### src/rtl/ubt_pkg.sv
package ubt_pkg;

  // What a storage path does at the next system clock edge
  typedef enum logic [0:0] {
    ST_HOLD = 1'b0,
    ST_LOAD = 1'b1
  } store_op_e;

  // Which word a path presents at its destination
  typedef enum logic [0:0] {
    VIEW_HELD = 1'b0,
    VIEW_LIVE = 1'b1
  } view_e;

  // Transparent mode keeps loading, so the held word is always the
  // last sample taken before the enable fell; otherwise only a clock
  // rise loads.
  function automatic store_op_e store_op(input logic le, input logic rise);
    return (le || rise) ? ST_LOAD : ST_HOLD;
  endfunction

  function automatic view_e view_sel(input logic le);
    return le ? VIEW_LIVE : VIEW_HELD;
  endfunction

  function automatic logic drive_on(input logic rst_n, input logic oe_n);
    return rst_n && !oe_n;
  endfunction

endpackage

### src/rtl/ubt_rise_detect.sv
module ubt_rise_detect (
  input  logic clk,
  input  logic rst_n,
  input  logic level,
  output logic rise
);

  logic level_q;

  // Starts at 1: a level held high through reset is not an edge
  always_ff @(posedge clk or negedge rst_n) begin
    if (!rst_n) level_q <= 1'b1;
    else        level_q <= level;
  end

  assign rise = level && !level_q;

endmodule

### src/rtl/ubt_lane_store.sv
module ubt_lane_store
  import ubt_pkg::*;
#(
  parameter int LANE_W = 9
) (
  input  logic              clk,
  input  logic              rst_n,
  input  store_op_e         op,
  input  logic [LANE_W-1:0] d,
  output logic [LANE_W-1:0] q
);

  always_ff @(posedge clk or negedge rst_n) begin
    if (!rst_n)              q <= '0;
    else if (op == ST_LOAD)  q <= d;
  end

endmodule

### src/rtl/ubt_direction.sv
module ubt_direction
  import ubt_pkg::*;
#(
  parameter int WIDTH = 18,
  parameter int LANES = 2
) (
  input  logic             clk,
  input  logic             rst_n,
  input  logic [WIDTH-1:0] src,
  input  logic             oe_n,
  input  logic             le,
  input  logic             cap_clk,
  output logic [WIDTH-1:0] dst,
  output logic             drive,
  output logic [WIDTH-1:0] held,
  output logic             rise
);

  localparam int LANE_W = WIDTH / LANES;

  store_op_e op;
  view_e     view;

  ubt_rise_detect u_rise (
    .clk   (clk),
    .rst_n (rst_n),
    .level (cap_clk),
    .rise  (rise)
  );

  assign op   = store_op(le, rise);
  assign view = view_sel(le);

  for (genvar g = 0; g < LANES; g++) begin : g_lane
    ubt_lane_store #(.LANE_W(LANE_W)) u_store (
      .clk   (clk),
      .rst_n (rst_n),
      .op    (op),
      .d     (src[g*LANE_W +: LANE_W]),
      .q     (held[g*LANE_W +: LANE_W])
    );
    assign dst[g*LANE_W +: LANE_W] = (view == VIEW_LIVE) ?
      src[g*LANE_W +: LANE_W] : held[g*LANE_W +: LANE_W];
  end

  assign drive = drive_on(rst_n, oe_n);

endmodule

### src/rtl/ubt_core.sv
module ubt_core #(
  parameter int WIDTH = 18,
  parameter int LANES = 2
) (
  input  logic             clk,
  input  logic             rst_n,
  input  logic [WIDTH-1:0] a_in,
  output logic [WIDTH-1:0] a_out,
  output logic             a_drive,
  input  logic [WIDTH-1:0] b_in,
  output logic [WIDTH-1:0] b_out,
  output logic             b_drive,
  input  logic             ab_oe_n,
  input  logic             ab_le,
  input  logic             ab_clk,
  input  logic             ba_oe_n,
  input  logic             ba_le,
  input  logic             ba_clk
);

  // Internal events brought out for the checker
  logic [WIDTH-1:0] ab_held_w;
  logic [WIDTH-1:0] ba_held_w;
  logic             ab_rise_w;
  logic             ba_rise_w;

  ubt_direction #(.WIDTH(WIDTH), .LANES(LANES)) u_ab (
    .clk     (clk),
    .rst_n   (rst_n),
    .src     (a_in),
    .oe_n    (ab_oe_n),
    .le      (ab_le),
    .cap_clk (ab_clk),
    .dst     (b_out),
    .drive   (b_drive),
    .held    (ab_held_w),
    .rise    (ab_rise_w)
  );

  ubt_direction #(.WIDTH(WIDTH), .LANES(LANES)) u_ba (
    .clk     (clk),
    .rst_n   (rst_n),
    .src     (b_in),
    .oe_n    (ba_oe_n),
    .le      (ba_le),
    .cap_clk (ba_clk),
    .dst     (a_out),
    .drive   (a_drive),
    .held    (ba_held_w),
    .rise    (ba_rise_w)
  );

endmodule

### config.mk
export PLATFORM = sky130hd
export DESIGN_NAME = ubt_core
export DESIGN_NICKNAME = d
export VERILOG_FILES = /design/src/rtl/ubt_pkg.sv /design/src/rtl/ubt_rise_detect.sv /design/src/rtl/ubt_lane_store.sv /design/src/rtl/ubt_direction.sv /design/src/rtl/ubt_core.sv
export SDC_FILE = /design/constraint.sdc
export NUM_CORES = 1
export LEC_CHECK = 0
export ABC_AREA = 1
export BUFFER_PORTS_ARGS = -buffer_cell sky130_fd_sc_hd__buf_2
export CAP_MARGIN = 10
export CORE_MARGIN = 3
export CORE_UTILIZATION = 52
export CTS_CLUSTER_SIZE = 8
export DETAILED_ROUTE_END_ITERATION = 6
export GPL_TIMING_DRIVEN = 0
export PLACE_DENSITY_LB_ADDON = 0.15
export SLEW_MARGIN = 40
export SYNTH_ARGS = -nofsm -noshare
export SYNTH_HDL_FRONTEND = slang
export SYNTH_SLANG_ARGS = --single-unit
### constraint.sdc
create_clock -name clk -period 1.8 [get_ports clk]
set_input_delay 0.27 -clock clk [delete_from_list [all_inputs] [get_ports clk]]
set_output_delay 0.27 -clock clk [all_outputs]
set_load 0.05 [all_outputs]
==> out/results.ini <==
[critical_path]
cpMaxStageDelayCell=dlygate4sd3_1
crit_path_max_fanout=4
required_ns=1.53
arrival_ns=1.34
worst_setup_path_start_kind=primary input
crit_chain=dlygate4sd3_1 -> buf_4 -> inv_1 -> nor2_1 -> buf_2
worstSetupEndpointType=primary output
worst-setup-path-type=primary input to primary output
crit_path_max_incr_delay_ns=0.52

[global_routing]
grt_pass1_wl_um=7510
overflow=0
grt_max_degree=37
antenna_found_initial=0
grt_pass1_vias=1714
grt_usage=0.217

[clocking]
clock_path_buffers=2
cts.clk_slew.worst_paths_ns=0.07
cts_buffers=5
cts_resized=0
cts_sinks=38
clkLatencyLatePin_ns=0.29
htreeDepth=2
cts_tree=done
cts-root-buf=clkbuf_8

[cells_and_area]
multiInputGateArea_um2=926
register_area_um2=953
num-fill-cells=321
final_cell_mix=nand2_1 (180), buf_2 (80), nand3_1 (36), dfrtp_1 (36)
area_growth_pct=28.4
antennaDiodeCount=0
nets=411
drive_gt1_frac=0.293
layout_commonest_cell=nand2_1
final_util=0.703

[sta]
slew_headroom=0.832
clock.fmax_mhz=622
finClkSkew_ns=0.00810
rsz0062_at_grt=false
layout_min_cycle_time_ns=1.61
fin_crit_sh=0.893
fin_setup_tns_ns=0
final_max_slew_viol_count=0
hold_viol=0
setup_violations=0
worst_pin_slew_ns=0.254

[pwr]
power_mw=2.29
power_density_nw_per_um2=876
vdd_drop_max_v=0.000481
leakage_nw=1.59

[route]
drt-pass1-iter-count=4
vias=2021
drtIter0Drc=132
antenna_left=0
routed_wl_um=4760
via_per_inst=4.86
wl_per_cell_um=11.4
drc=0

[floorplan]
io_pins=82
die_h_um=68.6
start_util=0.548
fp.dieArea_um2=4700
rows=22
core_area_um2=3720
die_x_um=68.6

[placed_design]
port_buffers=79
gp_congestion=0.743
hpwl_um=3380

[logic_synthesis]
synthDistinctLibCells=13
syn_avg_cell_area_um2=7.30
syn_nets=323
yosysWarnings=0
yosysSeqAreaShare=0.468
synth-seq-cells=38
synthCells=279
syn-cell-area_um2=2040

[run]
cap_violations=0

[min_path]
hp-class=primary input to register

[status]
status=finished, final reports clean

through the flow:
stage | cell area (um^2) | worst slack [ns] | instances | hold WS, ns
after floorplan | 2040 | 0.522 | 279 | -0.0256
after global placement | 2490 | 0.0673 | 406 | 0.406
after detailed placement | 2490 | 0.349 | 406 | 0.260
after CTS | 2610 | 0.184 | 416 | 0.104
after global routing | 2610 | 0.127 | 416 | 0.0914
final | 2610 | 0.192 | 416 | 0.114
state kept, by name, indices dropped and copies added (netlist names):
signal,cells
u_ab.g_lane.u_store.q,18
u_ba.g_lane.u_store.q,18
u_ab.u_rise.level_q,1
u_ba.u_rise.level_q,1
layout make-up:
type	count	area share
sequential	38	0.365
multi-input combinational	222	0.354
timing repair buffer	81	0.164
buffer	14	0.0469
clock buffer	8	0.0345
tap	48	0.0230
inverter	5	0.0129
synth_stat cells:
master	n	share of area
buf_6	6	0.033
buf_2	2	0.0049
buf_4	4	0.015
dfstp_2	2	0.026
inv_1	3	0.0055
nand2_4	2	0.011
clkbuf_4	2	0.0074
inv_8	2	0.011
nand2_1	180	0.33
nor2_1	2	0.0037
nand2_8	2	0.020
nand3_1	36	0.089
dfrtp_1	36	0.44
power breakdown:
| part | total, mW | leakage, nW | switching, mW | internal, mW |
|---|---|---|---|---|
| registers | 0.977 | 0.455 | 0.0415 | 0.936 |
| logic | 0.712 | 1.09 | 0.512 | 0.200 |
| clock network | 0.600 | 0.0455 | 0.288 | 0.312 |
| total | 2.29 | 1.59 | 0.842 | 1.45 |
critical path, delay by kind of cell:
kind	cells	cell delay, ns
buffers and inverters	4	0.98
and+or+nand+nor	1	0.08
cells by family (layout without fill, tap and decap cells):
group                  after synthesis  in the layout  share of synthesized area
buffers and inverters               19            108                     0.0768
flip-flops                          38             38                      0.468
AND/OR/NAND/NOR                    222            222                      0.455
path summary, 6_finish.rpt:
| path | from | endpoint | slack (ns) | cells after the start |
|---|---|---|---|---|
| setup / recovery | rst_n | a_drive | 0.19 | 5 |
| hold / removal | ab_clk | u_ab.u_rise.level_q$_DFF_PN1_ | 0.11 | 1 |
| setup reg to reg | u_ba.u_rise.level_q$_DFF_PN1_ | u_ba.g_lane[1].u_store.q[7]$_DFFE_PN0P_ | 0.63 | 6 |
| hold reg to reg | u_ab.g_lane[0].u_store.q[4]$_DFFE_PN0P_ | u_ab.g_lane[0].u_store.q[4]$_DFFE_PN0P_ | 0.51 | 2 |
| max in group asynchronous | rst_n | u_ba.g_lane[0].u_store.q[8]$_DFFE_PN0P_ | 1.11 | 3 |
| min in group asynchronous | rst_n | u_ba.u_rise.level_q$_DFF_PN1_ | 0.50 | 2 |
routing by layer:
metal,part of all wire,wire length [um],global-route usage,up-vias
met3,0.066,314,0.0648,2
li1,-,-,-,1036
met2,0.48,2270,0.342,65
met5,0,0,0,-
met1,0.45,2140,0.284,918
met4,0.0057,27,0.0744,0
timing repair:
item                                    CTS  global route
hold buffers                              2             0
hold endpoints to repair                 36             0
endpoints found under the setup margin    0             0
buffers inserted                          0             0
(Power assumes the default switching activity.)
